### config.mk
export PLATFORM = sky130hd
export DESIGN_NAME = seg_frame_rx
export DESIGN_NICKNAME = d
export VERILOG_FILES = /design/src/rtl/segrx_pkg.sv /design/src/rtl/segrx_sync.sv /design/src/rtl/segrx_frame.sv /design/src/rtl/segrx_store.sv /design/src/rtl/seg_frame_rx.sv
export SDC_FILE = /design/constraint.sdc
export NUM_CORES = 1
export LEC_CHECK = 0
export ABC_AREA = 1
export BUFFER_PORTS_ARGS = -buffer_cell sky130_fd_sc_hd__buf_2
export CAP_MARGIN = 40
export CORE_UTILIZATION = 61
export CTS_CLUSTER_SIZE = 10
export DETAILED_ROUTE_END_ITERATION = 16
export PLACE_DENSITY = 0.86
export SETUP_SLACK_MARGIN = 0.1
export SLEW_MARGIN = 30
export SYNTH_ARGS = -nofsm -noshare
export SYNTH_HDL_FRONTEND = slang
export SYNTH_SLANG_ARGS = --single-unit
### constraint.sdc
create_clock -name clk -period 3.05 [get_ports clk]
set_input_delay 0.4575 -clock clk [delete_from_list [all_inputs] [get_ports clk]]
set_output_delay 0.4575 -clock clk [all_outputs]
set_load 0.1 [all_outputs]
### src/rtl/segrx_pkg.sv
package segrx_pkg;

    // Width of the bank selector carried at the end of each payload.
    localparam int DIR_W     = 2;
    // Zero bits between the display slice and the control fields.
    localparam int PAD_BITS  = 3;
    // Number of raw control bits carried by a bank-0 payload.
    localparam int CTRL_BITS = 7;

    typedef struct packed {
        logic [3:0] port_mode;
        logic       bias_half;
        logic       seg_off;
        logic       pwr_save;
    } ctrl_t;

endpackage

### src/rtl/segrx_sync.sv
module segrx_sync #(
    parameter int CH     = 3,
    parameter int STAGES = 2
) (
    input  logic          clk,
    input  logic          rst_n,
    input  logic [CH-1:0] raw_i,
    output logic [CH-1:0] lvl_o
);

    typedef struct packed {
        logic [STAGES-1:0][CH-1:0] pipe;
    } sync_st_t;

    sync_st_t st_d, st_q;

    always_comb begin
        st_d = st_q;
        st_d.pipe[0] = raw_i;
        for (int s = 1; s < STAGES; s++) begin
            st_d.pipe[s] = st_q.pipe[s-1];
        end
    end

    always_ff @(posedge clk or negedge rst_n) begin
        if (!rst_n) st_q <= '0;
        else        st_q <= st_d;
    end

    assign lvl_o = st_q.pipe[STAGES-1];

endmodule

### src/rtl/segrx_frame.sv
module segrx_frame
    import segrx_pkg::*;
#(
    parameter int          ADDR_W   = 8,
    parameter logic [7:0]  DEV_ADDR = 8'h46,
    parameter int          PAY_W    = 48,
    parameter int          SLICE_W  = 36
) (
    input  logic                 clk,
    input  logic                 rst_n,
    input  logic                 ce_lvl_i,
    input  logic                 sck_lvl_i,
    input  logic                 sdi_lvl_i,
    output logic                 commit_o,
    output logic [SLICE_W-1:0]   disp_o,
    output logic [CTRL_BITS-1:0] ctrl_raw_o,
    output logic [DIR_W-1:0]     dir_o
);

    localparam int CNT_W    = $clog2(PAY_W + 2);
    localparam int CTRL_LSB = SLICE_W + PAD_BITS;
    localparam logic [CNT_W-1:0] CNT_FULL = CNT_W'(PAY_W);
    localparam logic [CNT_W-1:0] CNT_OVER = CNT_W'(PAY_W + 1);

    typedef struct packed {
        logic              ce_prev;
        logic              sck_prev;
        logic [ADDR_W-1:0] addr_sr;
        logic              addr_ok;
        logic [CNT_W-1:0]  cnt;
        logic [PAY_W-1:0]  pay;
        logic              commit;
    } frame_st_t;

    frame_st_t st_d, st_q;

    logic ce_rise, ce_fall, sck_rise;

    always_comb begin
        ce_rise  =  ce_lvl_i  & ~st_q.ce_prev;
        ce_fall  = ~ce_lvl_i  &  st_q.ce_prev;
        sck_rise =  sck_lvl_i & ~st_q.sck_prev;

        st_d          = st_q;
        st_d.ce_prev  = ce_lvl_i;
        st_d.sck_prev = sck_lvl_i;
        st_d.commit   = 1'b0;

        if (ce_rise) begin
            st_d.addr_ok = (st_q.addr_sr == DEV_ADDR[ADDR_W-1:0]);
            st_d.cnt     = '0;
            st_d.pay     = '0;
        end else if (ce_lvl_i && sck_rise) begin
            if (st_q.cnt != CNT_OVER) begin
                st_d.cnt = st_q.cnt + 1'b1;
            end
            if (st_q.cnt < CNT_FULL) begin
                st_d.pay = {sdi_lvl_i, st_q.pay[PAY_W-1:1]};
            end
        end else if (!ce_lvl_i && sck_rise) begin
            st_d.addr_sr = {sdi_lvl_i, st_q.addr_sr[ADDR_W-1:1]};
        end

        if (ce_fall) begin
            st_d.commit = st_q.addr_ok && (st_q.cnt == CNT_FULL);
        end
    end

    always_ff @(posedge clk or negedge rst_n) begin
        if (!rst_n) st_q <= '0;
        else        st_q <= st_d;
    end

    assign commit_o   = st_q.commit;
    assign disp_o     = st_q.pay[SLICE_W-1:0];
    assign ctrl_raw_o = st_q.pay[CTRL_LSB +: CTRL_BITS];
    assign dir_o      = {st_q.pay[PAY_W-2], st_q.pay[PAY_W-1]};


    cnt_bound_chk: assert property (@(posedge clk) disable iff (!rst_n)
        st_q.cnt <= CNT_OVER);


    pay_hold_chk: assert property (@(posedge clk) disable iff (!rst_n)
        !ce_lvl_i |=> $stable(st_q.pay));


    addr_hold_chk: assert property (@(posedge clk) disable iff (!rst_n)
        ce_lvl_i |=> $stable(st_q.addr_sr));


    commit_pulse_chk: assert property (@(posedge clk) disable iff (!rst_n)
        st_q.commit |=> !st_q.commit);

endmodule

### src/rtl/segrx_store.sv
module segrx_store
    import segrx_pkg::*;
#(
    parameter int SLICE_W = 36,
    parameter int IMG_W   = 136
) (
    input  logic                 clk,
    input  logic                 rst_n,
    input  logic                 commit_i,
    input  logic [SLICE_W-1:0]   disp_i,
    input  logic [CTRL_BITS-1:0] ctrl_raw_i,
    input  logic [DIR_W-1:0]     dir_i,
    output logic [IMG_W-1:0]     img_o,
    output ctrl_t                ctrl_o
);

    localparam int NBANK = 1 << DIR_W;

    typedef struct packed {
        logic [IMG_W-1:0] img;
        ctrl_t            ctrl;
    } store_st_t;

    store_st_t st_d, st_q;

    logic [NBANK-1:0] bank_hit;
    logic [IMG_W-1:0] spread;
    logic [IMG_W-1:0] wmask;

    for (genvar b = 0; b < NBANK; b++) begin : g_bank
        localparam int LO   = b * SLICE_W;
        localparam int BW   = ((IMG_W - LO) < SLICE_W) ? (IMG_W - LO) : SLICE_W;
        assign bank_hit[b] = commit_i && (dir_i == DIR_W'(b));
        if (BW > 0) begin : g_fill
            assign spread[LO +: BW] = disp_i[BW-1:0];
            assign wmask[LO +: BW]  = {BW{bank_hit[b]}};
        end
    end

    always_comb begin
        st_d     = st_q;
        st_d.img = (st_q.img & ~wmask) | (spread & wmask);
        if (bank_hit[0]) begin
            st_d.ctrl.port_mode = {ctrl_raw_i[0], ctrl_raw_i[1], ctrl_raw_i[2], ctrl_raw_i[3]};
            st_d.ctrl.bias_half = ctrl_raw_i[4];
            st_d.ctrl.seg_off   = ctrl_raw_i[5];
            st_d.ctrl.pwr_save  = ctrl_raw_i[6];
        end
    end

    always_ff @(posedge clk or negedge rst_n) begin
        if (!rst_n) st_q <= '0;
        else        st_q <= st_d;
    end

    assign img_o  = st_q.img;
    assign ctrl_o = st_q.ctrl;


    img_hold_chk: assert property (@(posedge clk) disable iff (!rst_n)
        !commit_i |=> $stable(st_q.img));


    ctrl_keep_chk: assert property (@(posedge clk) disable iff (!rst_n)
        (commit_i && (dir_i != '0)) |=> $stable(st_q.ctrl));

endmodule

### src/rtl/seg_frame_rx.sv
module seg_frame_rx
    import segrx_pkg::*;
#(
    parameter int         ADDR_W      = 8,
    parameter logic [7:0] DEV_ADDR    = 8'h46,
    parameter int         PAY_W       = 48,
    parameter int         SLICE_W     = 36,
    parameter int         IMG_W       = 136,
    parameter int         SYNC_STAGES = 2
) (
    input  logic             clk,
    input  logic             rst_n,
    input  logic             ce_in,
    input  logic             sck_in,
    input  logic             sdi_in,
    input  logic             disp_en,
    output logic [IMG_W-1:0] disp_img,
    output logic [3:0]       port_mode,
    output logic             bias_half,
    output logic             seg_off,
    output logic             pwr_save
);

    localparam int LINK_CH = 3;

    logic [LINK_CH-1:0]   link_lvl;
    logic                 commit;
    logic [SLICE_W-1:0]   disp_slice;
    logic [CTRL_BITS-1:0] ctrl_raw;
    logic [DIR_W-1:0]     dir;
    logic [IMG_W-1:0]     img;
    ctrl_t                ctrl;

    segrx_sync #(
        .CH     (LINK_CH),
        .STAGES (SYNC_STAGES)
    ) u_sync (
        .clk   (clk),
        .rst_n (rst_n),
        .raw_i ({sdi_in, sck_in, ce_in}),
        .lvl_o (link_lvl)
    );

    segrx_frame #(
        .ADDR_W   (ADDR_W),
        .DEV_ADDR (DEV_ADDR),
        .PAY_W    (PAY_W),
        .SLICE_W  (SLICE_W)
    ) u_frame (
        .clk        (clk),
        .rst_n      (rst_n),
        .ce_lvl_i   (link_lvl[0]),
        .sck_lvl_i  (link_lvl[1]),
        .sdi_lvl_i  (link_lvl[2]),
        .commit_o   (commit),
        .disp_o     (disp_slice),
        .ctrl_raw_o (ctrl_raw),
        .dir_o      (dir)
    );

    segrx_store #(
        .SLICE_W (SLICE_W),
        .IMG_W   (IMG_W)
    ) u_store (
        .clk        (clk),
        .rst_n      (rst_n),
        .commit_i   (commit),
        .disp_i     (disp_slice),
        .ctrl_raw_i (ctrl_raw),
        .dir_i      (dir),
        .img_o      (img),
        .ctrl_o     (ctrl)
    );

    assign disp_img  = disp_en ? img : '0;
    assign port_mode = disp_en ? ctrl.port_mode : 4'b0000;
    assign bias_half = ctrl.bias_half;
    assign seg_off   = ctrl.seg_off;
    assign pwr_save  = ctrl.pwr_save;

endmodule

Word-level counts from Yosys, hierarchy flattened
Cells that the tools add are included.
{"block": "op_classes", "addsub": 1, "mul": 0, "div_mod_pow": 0, "order_cmp": 1, "n_eq_ne": 6, "shift": 0, "mux": 7, "n_bitwise": 12, "reduce_logical": 15}
{"cell": "136-bit AND", "n": 2}
{"cell": "136-bit two-way mux", "n": 1}
{"cell": "136-bit NOT", "n": 1}
{"cell": "136-bit OR", "n": 1}
{"cell": "54-bit two-way mux", "n": 2}
{"cell": "48-bit two-way mux", "n": 1}
{"cell": "8-bit by 7-bit == test with 1-bit output, second input constant", "n": 1}
{"cell": "1-bit logical AND", "n": 7}
{"cell": "6-bit by 1-bit adder with 6-bit output, second input constant", "n": 1}
{"cell": "6-bit == test, second input constant", "n": 1}
{"cell": "6-bit < comparator, second input constant", "n": 1}
{"cell": "6-bit two-way mux", "n": 1}
{"cell": "6-bit inequality test, second input constant", "n": 1}
{"cell": "2-bit nonzero test", "n": 3}
{"cell": "1-bit NOT", "n": 5}
{"cell": "2-bit == test, second input constant", "n": 2}
{"cell": "4-bit two-way mux", "n": 1}
{"cell": "2-bit AND reduction", "n": 2}
{"cell": "1-bit AND", "n": 3}
{"cell": "3-bit AND reduction", "n": 1}
{"cell": "2-bit by 1-bit == test with 1-bit output, second input constant", "n": 1}
{"cell": "2-bit logical NOT", "n": 1}
{"cell": "1-bit logical NOT", "n": 1}
{"cell": "1-bit two-way mux", "n": 1}
{"block": "word_totals", "register_bits": 215, "latch_bits": 0, "mem_bits_rw": 0, "romBits": 0, "in_bits": 6, "output_inout_bits": 143, "wordCells": 56, "mem_count": 0}

Logic depth before layout (Yosys ltp)
Gate-level depths: netlist of run 1.
{"block": "depth", "ltp_word": 5, "mapped_depth": 8, "depth_no_buf": 7}

Hierarchy
A second synthesis of run 1 with hierarchy kept.
{"block": "hier_totals", "hier_cells": 1296, "hier_area_um2": 10527.6}
{"mod": "segrx_store", "n_inst": 1, "cells_each": 633, "area_each_um2": 5884.4, "seq_area_each_um2": 3578.4}
{"mod": "segrx_frame", "n_inst": 1, "cells_each": 361, "area_each_um2": 3293.2, "seq_area_each_um2": 1651.6}
{"mod": "seg_frame_rx", "n_inst": 1, "cells_each": 296, "area_each_um2": 1199.9, "seq_area_each_um2": 0.0}
{"mod": "segrx_sync", "n_inst": 1, "cells_each": 6, "area_each_um2": 150.1, "seq_area_each_um2": 150.1}

Worst setup path after synthesis of run 1
OpenSTA, ideal clock, no wires.
{"block": "synth_path", "kind": "input port to output port", "start": "input disp_en", "end": "output disp_img[100]", "arrival_ps": 1688, "t_required_ps": 2592, "path_slack_ps": 904, "path_stages": 5, "n_path_buf": 3, "path_cell_list": "clkbuf_1 > clkbuf_1 > buf_2 > nand2_1 > inv_1"}
{"block": "synth_via", "elab_chain_cells": 1}
{"element": "start: declaration", "line": "seg_frame_rx.sv:16", "source": "input logic disp_en,"}
{"element": "136-bit two-way mux", "line": "seg_frame_rx.sv:75", "source": "assign disp_img = disp_en ? img : '0;"}
{"element": "end: declaration", "line": "seg_frame_rx.sv:17", "source": "output logic [IMG_W-1:0] disp_img,"}
Every way passes these cells.

Worst setup path after layout of run 1
{"block": "layout_path", "start": "register u_sync.st_q, in the netlist u_sync.lvl_o[0]", "end": "register u_frame.st_q[54] (netlist name)"}
{"block": "layout_via", "elab_chain_cells": 3, "elab_cells_between_ends": 6, "classes_between": "mux (1); bitwise (1); reduce/logical (4)"}
{"element": "start: declaration", "line": "segrx_sync.sv:15", "source": "sync_st_t st_d, st_q;"}
{"element": "start signal: assignment", "line": "segrx_sync.sv:27", "source": "else st_q <= st_d;"}
{"element": "1-bit AND / 1-bit logical AND (equally long branches)", "line": "segrx_frame.sv:40, segrx_frame.sv:53"}
{"element": "2-bit nonzero test (no source line)"}
{"element": "2-bit AND reduction (no source line)"}
{"element": "end signal: assignment", "line": "segrx_frame.sv:71", "source": "else st_q <= st_d;"}
{"element": "end: declaration", "line": "segrx_frame.sv:35", "source": "frame_st_t st_d, st_q;"}
Several ways; a longest one is shown, not always the timed one.
A chain may end at the register's enable or synchronous reset.

==> results.toml, run 1 <==
[job]
cap_violations = 0

[placement]
place.gp.congestion = 0.764
post-dp-hpwl_um = 12800
place_ws_ps = 873
dp.cells = 1359
io_buffers = 148
post_dp_cell_area_mm2 = 0.0100

[global_route]
grt_pass1_wl_um = 34400
grt_overflow_total = 0
grt_pass1_vias = 6992
grt_max_degree = 86
antenna_found_initial = 0
grt_use_total = 0.269

[cts]
htree_levels = 1
clk-insertion-delay-late_ps = 500
cts_buffer_depth = 3
cts.sink_count = 215
cts_root_buffer = "clkbuf_16"
cts_setup_buffers = 0
cts_buffers = 25
cts_tree = "built"
clk_pin_slew_ps = 50

[routing]
dr.pass1.iters = 5
vias_per_cell = 5.39
wl_per_cell_um = 14.7
antenna_left = 0
wl_um = 20400
via_count = 7476
drtIter0Drc = 695
drc = 0

[final_layout]
nFillCells = 1056
final_design_area_no_fill_mm2 = 0.0107
antenna_cells = 0
nets = 1212
area_delta_synth_final_pct = 16.4
regArea_mm2 = 0.00538
multi_input_area_mm2 = 0.00274
final_cells = 1386
drive_above_1_share = 0.166

[setup_path]
path_delay_family = "simple AND/OR/NAND/NOR gates"
cp_cell_sequence = "nand2_2 > nand2_4 > o21ai_1 > o21ai_0"
critPathMaxFanout = 50
critPathLaunchType = "register"
cp_data_required_time_ps = 3400
cp-end-kind = "register"
path_buf_inv = 0
crit_type = "reg2reg"
cpPeakStageDelay_ps = 520
cp_slowest_cell = "nand2_2"
cp.arrival_ps = 2550

[floorplan]
start_util = 0.628
core_mm2 = 0.0146
row_count = 44
chipWidth_um = 125
pin_count = 149
dieArea_mm2 = 0.0155
die_h_um = 125

[timing]
drv_slew = 0
setup_ws_ps = 854
setup_viol = 0
hold_violations = 0
fin_setup_tns_ps = 0
finalCritPeriodShare = 0.720
rsz0062_at_grt = "no"
period_minus_slack_ps = 2200
fin_skew_ps = 11.2
worst_slew_pin_slew_ps = 671
fmax_mhz = 455
maxSlewHeadroom = 0.551

[power]
pwr_density_cell_mw_per_mm2 = 533
leakage_nw = 6.31
fin_total_pwr_mw = 5.69
irDropWorstVdd_uv = 448

[synth]
synth_cell_types = 26
syn_nets = 1088
synth_ff_type = "dfrtp_1"
yosysWarnings = 0
synth-seq-cells = 215
syn_inst = 1079
netlist_area_mm2 = 0.00916
synth.avg_cell_area_um2 = 8.49
ys_seq_area_frac = 0.587
synthArstFlopShare = 1.00
synth_edf_count = 0

[min_path]
hold_class = "in2reg"

[status]
status = "finished, final reports clean"
[synth_stat cells (4+ instances only)]
cell / n / area [um2]
nand2_1: 310 / 1160
dfrtp_1: 215 / 5380
inv_1: 199 / 747
o21ai_0: 192 / 961
nand4_1: 49 / 307
clkbuf_1: 31 / 116
buf_2: 27 / 135
nand3_1: 12 / 60.1
nor2_1: 11 / 41.3
o21ai_1: 5 / 25.0
buf_6: 4 / 45.0
[cell usage in the layout (no fill, tap or decap)]
| cell | n |
|---|---|
| buf_2 | 146 |
| ha_1 | 3 |
| nand3_1 | 8 |
| nand3_2 | 4 |
| nand2_2 | 1 |
| nand2_4 | 1 |
| o21ai_4 | 1 |
| a21oi_1 | 3 |
| a21oi_4 | 1 |
| xnor2_1 | 1 |
| o21ai_0 | 192 |
| nor4_1 | 1 |
| inv_2 | 1 |
| dlygate4sd3_1 | 1 |
| buf_12 | 3 |
| o21ai_1 | 5 |
| nor2_1 | 11 |
| buf_4 | 12 |
| dfrtp_1 | 215 |
| nand4_1 | 49 |
| clkbuf_16 | 25 |
| nand2_1 | 310 |
| clkinvlp_4 | 1 |
| inv_1 | 199 |
| o21bai_1 | 1 |
| buf_16 | 1 |
| xor2_1 | 2 |
| buf_8 | 1 |
| mux2_2 | 1 |
| nor3_1 | 2 |
[repair_timing]
item / in CTS / in global routing
hold buffers: 1 / 0
gates resized for setup: 0 / 0
hold endpoints to repair: 81 / 0
[worst reg2reg max path, stage by stage, from the launching register on]
cell and delay [ps]:
dfrtp_1 420, nand2_2 520, nand2_4 470, o21ai_1 500, o21ai_0 160
[stage by stage]
stage	utilization	hold slack, ps
floorplan	-	162
global placement	0.685	336
detailed placement	0.687	335
CTS	0.731	57.5
global route	0.731	57.1
finish	0.731	72.6
[power breakdown]
group / switching, mW / internal, mW
Clock: 1.01 / 1.43
Combinational: 0.198 / 0.0721
Sequential: 0.0539 / 2.92
[layer usage]
metal  up-vias  GRT usage  share of wire
met2       268      0.440           0.49
met4         0     0.0666          0.015
met5         -          0              0
met3        31     0.0374          0.061
li1       3565          -              -
met1      3612      0.382           0.43
[cell families after synthesis]
kind of cell | Yosys count | synth area share
XOR/XNOR | 3 | 0.00287
AND/OR/NAND/NOR | 387 | 0.175
multiplexers | 1 | 0.00123
adder cells (fa/ha/maj) | 3 | 0.00410
AO/OA/AOI/OAI | 203 | 0.112
flip-flops | 215 | 0.587
buffers and inverters | 267 | 0.118
[final cells by class]
class	instances	area share
Multi-Input combinational cell	597	0.257
Clock inverter	1	0.000704
Sequential cell	215	0.504
Tap cell	184	0.0216
Timing Repair Buffer	164	0.0875
Inverter	200	0.0704
Clock buffer	25	0.0586
[path summary, 6_finish.rpt]
check,startpoint,endpoint,slack [ps],depth (start not counted)
setup reg to reg,u_sync.lvl_o[0],u_frame.st_q[54],850,4
setup / recovery,u_sync.lvl_o[0],u_frame.st_q[54],850,4
max in group asynchronous,rst_n,u_frame.st_q[61],1640,3
hold reg to reg,u_sync.st_d[3],u_sync.lvl_o[0],350,0
hold / removal,ce_in,u_sync.st_d[3],70,1
min in group asynchronous,rst_n,async pin,540,2
No activity file was read; power rests on OpenSTA's default activity.
==> inputs of run 2 (changes only) <==
--- a/config.mk
+++ b/config.mk
@@ -5,13 +5,13 @@
 export SDC_FILE = /design/constraint.sdc
 export NUM_CORES = 1
 export LEC_CHECK = 0
-export ABC_AREA = 1
+export ABC_AREA = 0
 export BUFFER_PORTS_ARGS = -buffer_cell sky130_fd_sc_hd__buf_2
 export CAP_MARGIN = 40
-export CORE_UTILIZATION = 61
+export CORE_UTILIZATION = 56
 export CTS_CLUSTER_SIZE = 10
 export DETAILED_ROUTE_END_ITERATION = 16
-export PLACE_DENSITY = 0.86
+export PLACE_DENSITY = 0.8
 export SETUP_SLACK_MARGIN = 0.1
 export SLEW_MARGIN = 30
 export SYNTH_ARGS = -nofsm -noshare
==> constraint.sdc (replaced) <==
create_clock -name clk -period 2.2 [get_ports clk]
set_input_delay 0.33 -clock clk [delete_from_list [all_inputs] [get_ports clk]]
set_output_delay 0.33 -clock clk [all_outputs]
set_load 0.1 [all_outputs]
==> run 2 against run 1 <==
  * Fmax up 22%
  * Synthesized cell count fell by 23%
  * Clock power up 40%
  * Setup slack lost 450 ps
  * Via count shrank 11%
  * Utilization rose by 7.8 points
  * Critical path type unchanged
  * Critical endpoint is now u_frame.disp_o[26]
  * Largest cell class unchanged
==> results.toml, run 2 <==
[global_route]
grt_busiest_layer = "met2"
antenna_found_initial = 0
grt_use_total = 0.279
grt_pass1_wl_um = 36400
met3_usage = 0.0418
grt_max_degree = 87
met1_usage = 0.364
grt_pass1_vias = 6890
grt_util_met2 = 0.465
grt_overflow_total = 0

[synth]
syn_inst = 835
synth_ff_type = "dfrtp_1"
synth-seq-cells = 215
ys_top_cells_by_count = "215 x dfrtp_1, 140 x and2_1, 139 x nand2_1, 92 x o21ai_0, 59 x mux2_2"
yosys.area.top_type = "dfrtp_1"
synthArstFlopShare = 1.00
synth.avg_cell_area_um2 = 11.0
yosysWarnings = 0
ys_seq_area_frac = 0.587
netlist_area_mm2 = 0.00916
yosysMostFrequentCell = "dfrtp_1"
synth_cell_types = 35
synth_edf_count = 0
synth_area_leaders = "dfrtp_1 59%, and2_1 9.6%, mux2_2 7.3%"
synth_top_area_share = 0.587
syn_nets = 844

[min_path]
hold_class = "reg2reg"
hold_end = "u_sync.lvl_o[2]"
min-delay-start = "u_sync.st_d[5]"
min_path_cells = 0

[cts]
cts_buffers = 25
cts_buffer_depth = 3
cts_setup_buffers = 0
cts_tree = "built"
clk_pin_slew_ps = 50
cts_root_buffer = "clkbuf_16"
clk-insertion-delay-late_ps = 500
htree_levels = 1
cts.sink_count = 215

[power]
pwr-share-seq = 0.521
p_sw_frac = 0.224
pwr_density_cell_mw_per_mm2 = 625
irDropWorstVdd_uv = 584
p_comb_frac = 0.057
p_int_mw = 6.26
leakage_nw = 6.02
power_switching_mw = 1.80
p_clk_frac = 0.422

[timing]
hold_violations = 0
hold_ws_ps = 345
setup_viol = 0
fin_setup_tns_ps = 0
fin_skew_ps = 13.2
finalCritPeriodShare = 0.815
maxSlewHeadroom = 0.596
rsz0062_at_grt = "no"
fmax_mhz = 558
worst_slew_pin_slew_ps = 605
period_minus_slack_ps = 1790
drv_slew = 0

[floorplan]
chipWidth_um = 130
start_util = 0.575
row_count = 46
core_mm2 = 0.0159
dieArea_mm2 = 0.0169
pin_count = 149
die_h_um = 130

[setup_path]
r2r_slack_ps = 410
cp-end-kind = "register"
crit_type = "reg2reg"
reg2regPathDepth = 4
cp.arrival_ps = 2210
r2r_start = "u_frame.st_q[65]"
r2r-end = "u_frame.disp_o[26]"
cp_data_required_time_ps = 2610
critPathMaxFanout = 19
critPathLaunchType = "register"

[final_layout]
nFillCells = 781
final_common_cell = "dfrtp_1"
layout_common_cells = "215 x dfrtp_1, 147 x buf_12, 140 x and2_1"
final_design_area_no_fill_mm2 = 0.0129
drive_above_1_share = 0.267
area_delta_synth_final_pct = 40.8
nets = 986
final_core_util = 0.809
antenna_cells = 0

[placement]
io_buffers = 148
place.gp.congestion = 0.787
post_dp_cell_area_mm2 = 0.0122
post-dp-hpwl_um = 15000

[routing]
wl_per_cell_um = 18.8
via_count = 6618
wl_um = 22400
dr.pass1.iters = 5
antenna_left = 0
vias_per_cell = 5.55
drtIter0Drc = 518
drc = 0

[status]
status = "finished, final reports clean"

[job]
cap_violations = 0
run 2: cell types whose count changed in the layout (fill, tap and decap cells not counted), sizes merged, moves of 4 or more:
cell and change:
nor2 +4, nand4 -49, and2 +141, nand2 -172, mux2 +67, mux2i +41
o21ai -104, nand3 -7, inv -157
run 2: per-stage QoR:
step | power, mW | instances | setup slack, ps
6_report | 8.07 | 1192 | 406
3_5_place_dp | 4.72 | 1162 | 471
5_1_grt | 8.34 | 1192 | 290
2_1_floorplan | 4.52 | 835 | 313
4_1_cts | 8.11 | 1192 | 439
3_3_place_gp | 4.68 | 1162 | 563
run 2: power by group through the flow:
stage	logic [mW]	registers, mW	clock network [mW]
2_1_floorplan	0.289	4.23	0
3_3_place_gp	0.425	4.25	0
3_5_place_dp	0.448	4.27	0
4_1_cts	0.461	4.20	3.45
5_1_grt	0.514	4.22	3.61
6_report	0.457	4.20	3.41
run 2: logic make-up (layout without fill, tap and decap cells):
logic type                 count (synthesis)  count (layout)  synth area share
AOI/OAI and AO/OA                        100             100            0.0584
muxes                                    109             109             0.128
DFF                                      215             215             0.587
adders and majority gates                  3               3           0.00410
buffers and inverters                     95             236            0.0475
xor gates and xnor gates                   3               3           0.00287
and+or+nand+nor                          310             310             0.172
run 2: routing by layer:
metal,part of all wire,vias to the layer above
met5,0,-
met4,0.046,0
met3,0.046,84
met2,0.51,240
met1,0.40,3336
li1,-,2958
run 2: critical path: stages (launching register included):
cell and delay, ps:
dfrtp_1 540, o21ai_1 140, nand2_2 470, buf_4 340, mux2i_1 230
run 2: final cells by class:
| cell class | instances | area (um2) | area share |
|---|---|---|---|
| flip-flops and latches | 215 | 5380 | 0.417 |
| multi-input cells | 525 | 3370 | 0.261 |
| repair buffers | 167 | 3090 | 0.240 |
| clock buffers | 25 | 626 | 0.0485 |
| well taps | 216 | 270 | 0.0209 |
| inverters | 43 | 161 | 0.0125 |
| clock inverters | 1 | 7.51 | 0.000582 |
run 2: worst max-delay path by stage:
stage / from / to / slack, ps / cells past startpoint
after floorplan: disp_en / disp_img[100] / 310 / 3
after global placement: u_frame.st_q[65] / u_frame.disp_o[19] / 560 / 4
after detailed placement: u_frame.st_q[65] / u_frame.disp_o[27] / 470 / 4
after CTS: u_frame.st_q[65] / u_frame.disp_o[26] / 440 / 4
after global routing: u_frame.st_q[65] / u_frame.disp_o[22] / 290 / 4
final: u_frame.st_q[65] / u_frame.disp_o[26] / 410 / 4
run 2: timing repair:
action	in CTS	in global routing
hold endpoints to repair	59	0
hold buffers	4	0
gates resized for setup	0	0
